### config.mk
export PLATFORM = sky130hd
export DESIGN_NAME = pwr_mode_ctrl
export DESIGN_NICKNAME = d
export VERILOG_FILES = /design/src/rtl/pwr_mode_pkg.sv /design/src/rtl/pwr_wr_decode.sv /design/src/rtl/pwr_mode_fsm.sv /design/src/rtl/pwr_out_dec.sv /design/src/rtl/pwr_mode_ctrl.sv
export SDC_FILE = /design/constraint.sdc
export NUM_CORES = 1
export LEC_CHECK = 0
export BUFFER_PORTS_ARGS = -buffer_cell sky130_fd_sc_hd__buf_4
export CAP_MARGIN = 20
export CELL_PAD_IN_SITES_DETAIL_PLACEMENT = 0
export CELL_PAD_IN_SITES_GLOBAL_PLACEMENT = 1
export CORE_ASPECT_RATIO = 1.4
export CORE_MARGIN = 2
export CORE_UTILIZATION = 39
export CTS_CLUSTER_DIAMETER = 100
export CTS_CLUSTER_SIZE = 16
export DETAILED_ROUTE_END_ITERATION = 6
export HOLD_SLACK_MARGIN = 0.1
export MAX_ROUTING_LAYER = met4
export PLACE_DENSITY = 0.91
export SLEW_MARGIN = 20
export SYNTH_ARGS = -nofsm -noshare
export SYNTH_HDL_FRONTEND = slang
export SYNTH_SLANG_ARGS = --single-unit
### constraint.sdc
create_clock -name clk_i -period 4.2 [get_ports clk_i]
set_input_delay 0.42 -clock clk_i [delete_from_list [all_inputs] [get_ports clk_i]]
set_output_delay 0.42 -clock clk_i [all_outputs]
set_load 0.01 [all_outputs]
### src/rtl/pwr_mode_pkg.sv
package pwr_mode_pkg;
  localparam int MODE_W = 4;

  typedef enum logic [MODE_W-1:0] {
    PM_NORMAL1 = 4'd0,
    PM_NORMAL2 = 4'd1,
    PM_SLOW2   = 4'd2,
    PM_SLOW1   = 4'd3,
    PM_IDLE1   = 4'd4,
    PM_IDLE2   = 4'd5,
    PM_SLEEP1  = 4'd6,
    PM_SLEEP2  = 4'd7,
    PM_IDLE0   = 4'd8,
    PM_SLEEP0  = 4'd9,
    PM_STOP    = 4'd10
  } pmode_e;

  typedef enum logic [2:0] {
    ACT_NONE, ACT_RST, ACT_ERR, ACT_CFG, ACT_IDLE, ACT_HALT, ACT_STOP
  } wr_act_e;

  typedef struct packed {
    logic fosc;
    logic sosc;
    logic csel;
  } osc_cfg_t;

  localparam osc_cfg_t CFG_FAST_ONLY = '{fosc: 1'b1, sosc: 1'b0, csel: 1'b0};
  localparam osc_cfg_t CFG_SLOW_ONLY = '{fosc: 1'b0, sosc: 1'b1, csel: 1'b1};

  function automatic logic osc_illegal(osc_cfg_t c);
    return (!c.fosc && !c.sosc) || (!c.fosc && !c.csel) || (!c.sosc && c.csel);
  endfunction

  function automatic pmode_e run_of(osc_cfg_t c);
    if (c.csel) return c.fosc ? PM_SLOW2 : PM_SLOW1;
    return c.sosc ? PM_NORMAL2 : PM_NORMAL1;
  endfunction

  function automatic logic is_run(pmode_e m);
    return m inside {PM_NORMAL1, PM_NORMAL2, PM_SLOW2, PM_SLOW1};
  endfunction

  function automatic pmode_e light_of(pmode_e r);
    case (r)
      PM_NORMAL2: return PM_IDLE2;
      PM_SLOW1:   return PM_SLEEP1;
      PM_SLOW2:   return PM_SLEEP2;
      default:    return PM_IDLE1;
    endcase
  endfunction
endpackage

### src/rtl/pwr_wr_decode.sv
module pwr_wr_decode
  import pwr_mode_pkg::*;
(
  input  logic     wr_i,
  input  logic     run_i,
  input  osc_cfg_t cfg_i,
  input  logic     idle_i,
  input  logic     halt_i,
  input  logic     stop_i,
  input  logic     ret_slow_i,
  output wr_act_e  act_o
);
  always_comb begin
    act_o = ACT_NONE;
    if (wr_i && run_i) begin
      if (osc_illegal(cfg_i))                    act_o = ACT_RST;
      else if (idle_i && halt_i)                 act_o = ACT_ERR;
      else if (stop_i && ret_slow_i && !cfg_i.sosc) act_o = ACT_ERR;
      else if (stop_i)                           act_o = ACT_STOP;
      else if (halt_i)                           act_o = ACT_HALT;
      else if (idle_i)                           act_o = ACT_IDLE;
      else                                       act_o = ACT_CFG;
    end
  end
endmodule

### src/rtl/pwr_mode_fsm.sv
module pwr_mode_fsm
  import pwr_mode_pkg::*;
(
  input  logic     clk_i,
  input  logic     rst_ni,
  input  wr_act_e  act_i,
  input  osc_cfg_t wcfg_i,
  input  logic     ret_slow_i,
  input  logic     tbt_en_i,
  input  logic     irq_i,
  input  logic     tbt_fall_i,
  input  logic     stop_rel_i,
  output pmode_e   mode_o,
  output osc_cfg_t cfg_o,
  output logic     tbt_set_o,
  output logic     rst_req_o,
  output logic     err_o
);
  pmode_e   mode_q;
  osc_cfg_t cfg_q;
  logic     ret_slow_q, tbt_arm_q, tbt_set_q, rst_q, err_q;
  osc_cfg_t stop_ret_cfg;

  assign stop_ret_cfg = '{fosc: 1'b1, sosc: cfg_q.sosc, csel: 1'b0};

  always_ff @(posedge clk_i or negedge rst_ni) begin
    if (!rst_ni) begin
      mode_q     <= PM_NORMAL1;
      cfg_q      <= CFG_FAST_ONLY;
      ret_slow_q <= 1'b0;
      tbt_arm_q  <= 1'b0;
      tbt_set_q  <= 1'b0;
      rst_q      <= 1'b0;
      err_q      <= 1'b0;
    end else begin
      tbt_set_q <= 1'b0;
      rst_q     <= 1'b0;
      err_q     <= 1'b0;
      case (mode_q)
        PM_NORMAL1, PM_NORMAL2, PM_SLOW2, PM_SLOW1: begin
          case (act_i)
            ACT_RST: begin
              rst_q  <= 1'b1;
              cfg_q  <= CFG_FAST_ONLY;
              mode_q <= PM_NORMAL1;
            end
            ACT_ERR: err_q <= 1'b1;
            ACT_CFG: begin
              cfg_q  <= wcfg_i;
              mode_q <= run_of(wcfg_i);
            end
            ACT_IDLE: begin
              cfg_q  <= wcfg_i;
              mode_q <= light_of(run_of(wcfg_i));
            end
            ACT_HALT: begin
              cfg_q     <= wcfg_i;
              tbt_arm_q <= tbt_en_i;
              mode_q    <= wcfg_i.csel ? PM_SLEEP0 : PM_IDLE0;
            end
            ACT_STOP: begin
              cfg_q      <= wcfg_i;
              ret_slow_q <= ret_slow_i;
              mode_q     <= PM_STOP;
            end
            default: ;
          endcase
        end
        PM_IDLE1, PM_IDLE2, PM_SLEEP1, PM_SLEEP2:
          if (irq_i) mode_q <= run_of(cfg_q);
        PM_IDLE0:
          if (tbt_fall_i) begin
            mode_q    <= PM_NORMAL1;
            cfg_q     <= CFG_FAST_ONLY;
            tbt_set_q <= tbt_arm_q;
          end
        PM_SLEEP0:
          if (tbt_fall_i) begin
            mode_q    <= PM_SLOW1;
            cfg_q     <= CFG_SLOW_ONLY;
            tbt_set_q <= tbt_arm_q;
          end
        PM_STOP:
          if (stop_rel_i) begin
            if (ret_slow_q) begin
              cfg_q  <= CFG_SLOW_ONLY;
              mode_q <= PM_SLOW1;
            end else begin
              cfg_q  <= stop_ret_cfg;
              mode_q <= run_of(stop_ret_cfg);
            end
          end
        default: begin
          mode_q <= PM_NORMAL1;
          cfg_q  <= CFG_FAST_ONLY;
        end
      endcase
    end
  end

  assign mode_o    = mode_q;
  assign cfg_o     = cfg_q;
  assign tbt_set_o = tbt_set_q;
  assign rst_req_o = rst_q;
  assign err_o     = err_q;
endmodule

### src/rtl/pwr_out_dec.sv
module pwr_out_dec
  import pwr_mode_pkg::*;
(
  input  pmode_e   mode_i,
  input  osc_cfg_t cfg_i,
  output logic     fast_osc_en_o,
  output logic     slow_osc_en_o,
  output logic     cpu_run_o,
  output logic     periph_clk_en_o,
  output logic     tbt_clk_en_o,
  output logic     stop_active_o
);
  logic stop_m, light_m;

  assign stop_m  = (mode_i == PM_STOP);
  assign light_m = mode_i inside {PM_IDLE1, PM_IDLE2, PM_SLEEP1, PM_SLEEP2};

  assign fast_osc_en_o   = cfg_i.fosc & ~stop_m;
  assign slow_osc_en_o   = cfg_i.sosc & ~stop_m;
  assign cpu_run_o       = is_run(mode_i);
  assign periph_clk_en_o = is_run(mode_i) | light_m;
  assign tbt_clk_en_o    = ~stop_m;
  assign stop_active_o   = stop_m;
endmodule

### src/rtl/pwr_mode_ctrl.sv
module pwr_mode_ctrl
  import pwr_mode_pkg::*;
(
  input  logic              clk_i,
  input  logic              rst_ni,
  input  logic              wr_i,
  input  logic              wr_fosc_i,
  input  logic              wr_sosc_i,
  input  logic              wr_csel_i,
  input  logic              wr_idle_i,
  input  logic              wr_halt_i,
  input  logic              wr_stop_i,
  input  logic              wr_ret_slow_i,
  input  logic              tbt_en_i,
  input  logic              irq_i,
  input  logic              tbt_fall_i,
  input  logic              stop_rel_i,
  output logic [MODE_W-1:0] mode_o,
  output logic              fast_osc_en_o,
  output logic              slow_osc_en_o,
  output logic              cpu_run_o,
  output logic              periph_clk_en_o,
  output logic              tbt_clk_en_o,
  output logic              stop_active_o,
  output logic              tbt_irq_set_o,
  output logic              force_rst_o,
  output logic              cfg_err_o
);
  osc_cfg_t wcfg, cfg_q;
  wr_act_e  act;
  pmode_e   mode_q;

  assign wcfg = '{fosc: wr_fosc_i, sosc: wr_sosc_i, csel: wr_csel_i};

  pwr_wr_decode u_dec (
    .wr_i       (wr_i),
    .run_i      (is_run(mode_q)),
    .cfg_i      (wcfg),
    .idle_i     (wr_idle_i),
    .halt_i     (wr_halt_i),
    .stop_i     (wr_stop_i),
    .ret_slow_i (wr_ret_slow_i),
    .act_o      (act)
  );

  pwr_mode_fsm u_fsm (
    .clk_i      (clk_i),
    .rst_ni     (rst_ni),
    .act_i      (act),
    .wcfg_i     (wcfg),
    .ret_slow_i (wr_ret_slow_i),
    .tbt_en_i   (tbt_en_i),
    .irq_i      (irq_i),
    .tbt_fall_i (tbt_fall_i),
    .stop_rel_i (stop_rel_i),
    .mode_o     (mode_q),
    .cfg_o      (cfg_q),
    .tbt_set_o  (tbt_irq_set_o),
    .rst_req_o  (force_rst_o),
    .err_o      (cfg_err_o)
  );

  pwr_out_dec u_out (
    .mode_i          (mode_q),
    .cfg_i           (cfg_q),
    .fast_osc_en_o   (fast_osc_en_o),
    .slow_osc_en_o   (slow_osc_en_o),
    .cpu_run_o       (cpu_run_o),
    .periph_clk_en_o (periph_clk_en_o),
    .tbt_clk_en_o    (tbt_clk_en_o),
    .stop_active_o   (stop_active_o)
  );

  assign mode_o = mode_q;
endmodule

Word-level counts from Yosys, hierarchy flattened

Index checks and enable logic that the tools add are counted.

Output and inout bits: 13
Register bits after elaboration: 12
Word-level logic and storage cells: 115
Input port bits: 14

Bitwise logic cells: 5
Reduce and logical (&&, ||, !) cells: 24
Eq/ne operators: 26
Muxes and demuxes: 51

Operators with widths:

| cell                                           | count |
|---|---|
| 2-to-1 mux 4 bit                               | 13 |
| case mux 4 bit (5 select lines)                | 2 |
| 2-to-1 mux 3 bit                               | 11 |
| 2-to-1 mux 1 bit                               | 22 |
| == test 4 x 2 -> 1 bit (second input constant) | 4 |
| == test 4 x 3 -> 1 bit (second input constant) | 4 |
| case mux 3 bit (5 select lines)                | 1 |
| == test 4 bit (second input constant)          | 3 |
| OR reduction 4 bit                             | 3 |
| inequality test 2 bit (second input constant)  | 5 |
| AND reduction 5 bit                            | 2 |
| == test 3 bit (second input constant)          | 3 |
| == test 4 x 1 -> 1 bit (second input constant) | 2 |
| nonzero test 4 bit                             | 2 |
| logical AND 1 bit                              | 7 |
| == test 3 x 2 -> 1 bit (second input constant) | 2 |
| inequality test 6 bit (second input constant)  | 1 |
| case mux 2 bit (3 select lines)                | 1 |
| case mux 3 bit (2 select lines)                | 1 |
| AND reduction 6 bit                            | 1 |
| zero test 4 bit                                | 1 |
| AND reduction 2 bit                            | 2 |
| == test 3 x 1 -> 1 bit (second input constant) | 1 |
| zero test 1 bit                                | 3 |
| other kinds (6)                                | 9 |

Logic depth before layout (Yosys ltp)

Word-level depth: 17
Depth in mapped cells: 7
Depth with buffers taken out: 6

Hierarchy

A second synthesis with hierarchy kept.

Cells, all modules: 114
Area, all modules: 1,003.5 um^2

By module, submodules not included:

| module        | area an instance (um^2) | cells an instance | instances | sequential area each (um^2) |
|---|---|---|---|---|
| pwr_mode_fsm  | 859.6                   | 96                | 1         | 301.5 |
| pwr_wr_decode | 100.1                   | 11                | 1         | 0.0 |
| pwr_out_dec   | 40.0                    | 6                 | 1         | 0.0 |
| pwr_mode_ctrl | 3.8                     | 1                 | 1         | 0.0 |

Worst setup path before layout

Ideal clock, no wire load.

Kind: register -> register
Start point: reg u_fsm.mode_q[3] (netlist: u_fsm.mode_o[3])
End point: reg u_fsm.ret_slow_q
Buffers on the path: 1
Stages on the path, launching flop included: 6
Clock period less this slack: 1,626 ps
Arrival time: 1,501 ps
Library setup time: 125 ps
Required time: 4,075 ps
Path slack: 2,574 ps
Path through: dfrtp_1 buf_2 nor2_4 nand3_2 nor4b_1 mux2_2

Word-level cells in the longest chain between the ends: 6
Elaborated cells on any way between the ends: 10
Those cells by class: 4 x eq/ne; 1 x mux; 5 x reduce/logical

RTL lines:

| what                                                 | line                | source |
|---|---|---|
| from (decl)                                          | pwr_mode_fsm.sv:19  | `pmode_e mode_q;` |
| from (signal assigned)                               | pwr_mode_fsm.sv:50  | `mode_q <= run_of(wcfg_i);` |
| from (signal assigned)                               | pwr_mode_fsm.sv:54  | `mode_q <= light_of(run_of(wcfg_i));` |
| from (signal assigned)                               | pwr_mode_fsm.sv:59  | `mode_q <= wcfg_i.csel ? PM_SLEEP0 : PM_IDLE0;` |
| == test 4 x 1 -> 1 bit, or another cell as far along | -                   |  |
| nonzero test 4 bit (*)                               | -                   |  |
| net cpu_run_o                                        | pwr_mode_ctrl.sv:21 | `output logic cpu_run_o,` |
| logical AND 1 bit (*)                                | pwr_wr_decode.sv:15 | `if (wr_i && run_i) begin` |
| 2-to-1 mux 3 bit (*)                                 | pwr_wr_decode.sv:15 |  |
| == test 3 bit (*)                                    | pwr_mode_fsm.sv:41  | `case (act_i)` |
| AND reduction 2 bit (no line) (*)                    | -                   |  |
| to (signal assigned)                                 | pwr_mode_fsm.sv:63  | `ret_slow_q <= ret_slow_i;` |
| to (decl)                                            | pwr_mode_fsm.sv:21  | `logic ret_slow_q, tbt_arm_q, tbt_set_q, rst_q, err_q;` |

Mark *: on every way through the listed nets, which the timed path passes. The rest lies on a longest branch.
A chain may end at the register's enable or synchronous reset.

Final worst setup path

Start point: reg u_fsm.mode_q[2] (netlist: u_fsm.mode_o[2])
End point: out slow_osc_en_o

Word-level cells in the longest chain between the ends: 3

RTL lines:

| what          | line                | source |
|---|---|---|
| == test 4 bit | -                   |  |
| NOT 1 bit     | pwr_out_dec.sv:19   | `assign slow_osc_en_o = cfg_i.sosc & ~stop_m;` |
| AND 1 bit     | pwr_out_dec.sv:19   |  |
| to (decl)     | pwr_mode_ctrl.sv:20 | `output logic slow_osc_en_o,` |

Every way passes these cells.

==> results.json <==
{
  "status": "finished clean",
  "placement.cell_area_um2": 1060,
  "net-switching-power_uw": 123,
  "flow.area_growth_from_synthesis_pct": 29.4,
  "final.fill_count": 203,
  "power.total_uw": 377,
  "syn-mean-instance-area_um2": 9.03,
  "finalNetCount": 139,
  "floorplan.initialDensity_pct": 40.4,
  "final_hold_viol_count": 0,
  "drt-pass1-iter-count": 4,
  "sequential_power_share_pct": 41.2,
  "netlist_instances": 95,
  "dr.max_layer_used": "met4",
  "drt_iter0_markers": 9,
  "rows": 20,
  "final.period_utilization_pct": 48.6,
  "first_global_vias": 800,
  "port_buffers": 26,
  "mappedNetlistNets": 109,
  "max_cap_viol_count": 0,
  "routed_wire_length_per_instance_um": 14.2,
  "place.detailed.hpwl_um": 1700,
  "ctsRootBufferMaster": "sky130_fd_sc_hd__clkbuf_4",
  "cp_data_required_time_ps": 3780,
  "cts.sink_count": 12,
  "route.detailed.vias_per_inst": 5.63,
  "timing.final.crit_period_ps": 2040,
  "detailroute.wirelength.met3_um": 70,
  "final_layout_size_suffix_gt1_share_pct": 34.7,
  "wl_met2_um": 1100,
  "final_cell_area_um2": 1110,
  "postLayoutCoreUtil_pct": 52.2,
  "drt_drc_violations_left": 0,
  "drt-met1-wl_um": 844,
  "design.die.area_um2": 2600,
  "cts.reportedPaths.clkPinSlew_ps": 80,
  "antenna-diode-count": 0,
  "power.share.combinational_pct": 34.5,
  "worst_ir_drop_vdd_mv": 0.172,
  "via_count_of_the_routed_design": 822,
  "report.final.setup_viol": 0,
  "grt_max_degree": 13,
  "synthesis.area_um2": 858,
  "cts-htree-levels": 1,
  "report.final.slew_viol_count": 0,
  "timing.hold.ws_ps": 352,
  "yosysWarnings": 0,
  "grt_overflow": 0,
  "crit_arrival_ps": 1620,
  "skew_ps": 9.42,
  "total_leakage_power_nw": 0.519,
  "yosys_register_bits": 12,
  "die_x_um": 43.7,
  "hp-class": "primary input to flip-flop",
  "postRouteAntennaNets": 0,
  "critPathLaunchType": "flip-flop",
  "overall_track_demand_over_capacity_in_global_routing_pct": 17.3,
  "synthDistinctLibCells": 42,
  "p_int_uw": 254,
  "timing.max_slew.rel_slack_pct": 72.2,
  "worst_slew_pin_slew_ps": 417,
  "dieHeight_um": 59.5,
  "p_sw_share_pct": 32.7,
  "wire_length_of_the_first_global_routing_pass_um": 3330,
  "number_of_placed_i_o_pins": 27,
  "max_freq_ghz": 0.490,
  "routabilityCongestion": 0.808,
  "detail_route.wirelength_um": 2070,
  "timing.critical_path.to_type": "output port",
  "multi_input_comb_area_um2": 518,
  "clock_latency_ps": 270,
  "worst-setup-path-type": "flip-flop to output port",
  "cts_tree": "done",
  "cts_post_setup_buffers_inserted": 0,
  "cts_made_buffers": 3,
  "cts_max_path_buffers": 2,
  "coreArea_um2": 2130,
  "seqCellArea_um2": 302,
  "rsz_0062_raised_after_global_routing": "false",
  "pwr-share-clk_pct": 24.3,
  "synth-seq-area-share_pct": 35.1,
  "setup_total_negative_slack_ps": 0,
  "power.density_nw_per_um2": 339,
  "crit_fanout": 11,
  "antenna_found_initial": 0
}
[logic make-up (layout without fill, tap and decap cells)]
logic type	after synthesis	after routing	synth area share [%]
compound gates	23	23	18.1
simple gates	44	44	31.8
flops	12	12	35.1
mux	7	7	9.47
xor+xnor	1	1	1.02
buf+inv	8	37	4.52
[path summary, 6_finish.rpt]
path	start	to	slack, ps	cells after the start
setup / recovery	u_fsm.mode_o[2]$_DFFE_PN0P_	slow_osc_en_o	2160	4
hold / removal	irq_i	u_fsm.mode_o[2]$_DFFE_PN0P_	350	2
setup reg to reg	u_fsm.mode_o[2]$_DFFE_PN0P_	u_fsm.ret_slow_q$_DFFE_PN0P_	2470	4
hold reg to reg	u_fsm.tbt_arm_q$_DFFE_PN0P_	u_fsm.tbt_arm_q$_DFFE_PN0P_	520	1
max in group asynchronous	rst_ni	u_fsm.cfg_o[2]$_DFFE_PN1P_	3430	2
min in group asynchronous	rst_ni	u_fsm.tbt_arm_q$_DFFE_PN0P_	530	2
[state kept, by name, indices dropped and copies added (netlist names)]
signal	cells
u_fsm.ret_slow_q	1
u_fsm.cfg_o	3
u_fsm.tbt_set_o	1
u_fsm.mode_o	4
u_fsm.err_o	1
u_fsm.rst_req_o	1
u_fsm.tbt_arm_q	1
[power groups by stage]
stage	sequential [mW]	clock (mW)	combinational (mW)
global placement	0.157	0	0.128
CTS	0.155	0.0925	0.130
detailed placement	0.157	0	0.129
floorplan	0.151	0	0.0818
finish	0.155	0.0917	0.130
global route	0.159	0.0969	0.141
[routing by layer]
layer	track usage, %	up-vias
met5	-	-
met4	9.96	0
met3	1.22	4
met2	29.8	24
met1	19.3	390
li1	-	404
[cells in the mapped netlist]
library cell | number | area (µm²)
sky130_fd_sc_hd__o31ai_1 | 1 | 7.51
sky130_fd_sc_hd__mux2_1 | 1 | 11.3
sky130_fd_sc_hd__dfstp_2 | 1 | 26.3
sky130_fd_sc_hd__nor2_1 | 9 | 33.8
sky130_fd_sc_hd__nor4b_1 | 1 | 8.76
sky130_fd_sc_hd__o22ai_1 | 1 | 6.26
sky130_fd_sc_hd__nand2b_1 | 5 | 31.3
sky130_fd_sc_hd__o32a_1 | 1 | 10.0
sky130_fd_sc_hd__and3_1 | 2 | 12.5
sky130_fd_sc_hd__a21o_1 | 1 | 7.51
sky130_fd_sc_hd__mux2_2 | 4 | 45.0
sky130_fd_sc_hd__nand2b_4 | 1 | 13.8
sky130_fd_sc_hd__o2bb2ai_1 | 1 | 8.76
sky130_fd_sc_hd__a31oi_1 | 2 | 12.5
sky130_fd_sc_hd__nand4_1 | 2 | 12.5
sky130_fd_sc_hd__inv_1 | 6 | 22.5
sky130_fd_sc_hd__a22o_1 | 1 | 8.76
sky130_fd_sc_hd__and2_1 | 4 | 25.0
sky130_fd_sc_hd__mux2_4 | 1 | 15.0
sky130_fd_sc_hd__nand4b_1 | 1 | 8.76
sky130_fd_sc_hd__o311ai_0 | 1 | 8.76
sky130_fd_sc_hd__nor2_2 | 1 | 6.26
sky130_fd_sc_hd__dfrtp_1 | 11 | 275
sky130_fd_sc_hd__nand2_1 | 2 | 7.51
sky130_fd_sc_hd__nand3_2 | 1 | 10.0
sky130_fd_sc_hd__nor3_1 | 2 | 10.0
sky130_fd_sc_hd__o21ai_1 | 2 | 10.0
sky130_fd_sc_hd__xnor2_1 | 1 | 8.76
sky130_fd_sc_hd__o32ai_1 | 1 | 8.76
sky130_fd_sc_hd__a21oi_1 | 3 | 15.0
sky130_fd_sc_hd__nor2b_1 | 2 | 12.5
sky130_fd_sc_hd__or3_1 | 3 | 18.8
sky130_fd_sc_hd__buf_6 | 1 | 11.3
sky130_fd_sc_hd__o211ai_2 | 1 | 12.5
sky130_fd_sc_hd__o21ai_0 | 6 | 30.0
sky130_fd_sc_hd__nor2_4 | 1 | 11.3
sky130_fd_sc_hd__and3b_1 | 2 | 17.5
sky130_fd_sc_hd__mux2i_1 | 1 | 10.0
sky130_fd_sc_hd__nand3_1 | 3 | 15.0
sky130_fd_sc_hd__or2_4 | 2 | 17.5
sky130_fd_sc_hd__buf_2 | 1 | 5.00
sky130_fd_sc_hd__o311ai_1 | 1 | 8.76
[cell type report]
class | count | share of cell area [%]
multi-input cells | 75 | 46.6
inverters | 6 | 2.03
repair buffers | 27 | 18.5
well taps | 22 | 2.48
flip-flops and latches | 12 | 27.1
clock buffers | 4 | 3.27
[critical path: stages (launching register included)]
cell	delay (ps)
sky130_fd_sc_hd__dfrtp_1	530
sky130_fd_sc_hd__nand2b_4	240
sky130_fd_sc_hd__or2_4	280
sky130_fd_sc_hd__and2_1	150
sky130_fd_sc_hd__buf_4	130
[cell usage in the layout, fill, tap and decap left out, drive strengths merged, types with 2 or more instances in the layout]
master,count
a21oi,3
a31oi,2
and2,4
and3,2
and3b,2
buf,26
clkbuf,4
dfrtp,11
inv,6
mux2,6
nand2,2
nand2b,6
nand3,4
nand4,2
nor2,11
nor2b,2
nor3,2
o21ai,8
o311ai,2
or2,2
or3,3
[what timing repair did]
item	CTS	global route
endpoints found under the hold margin	11	0
hold buffers	1	0
gates resized for setup	0	0
[stage by stage]
step | setup slack [ps] | cells
2_1_floorplan | 2570 | 95
3_3_place_gp | 2400 | 141
3_5_place_dp | 2370 | 141
4_1_cts | 2150 | 146
5_1_grt | 2080 | 146
6_report | 2160 | 146
(Power assumes the default switching activity.)
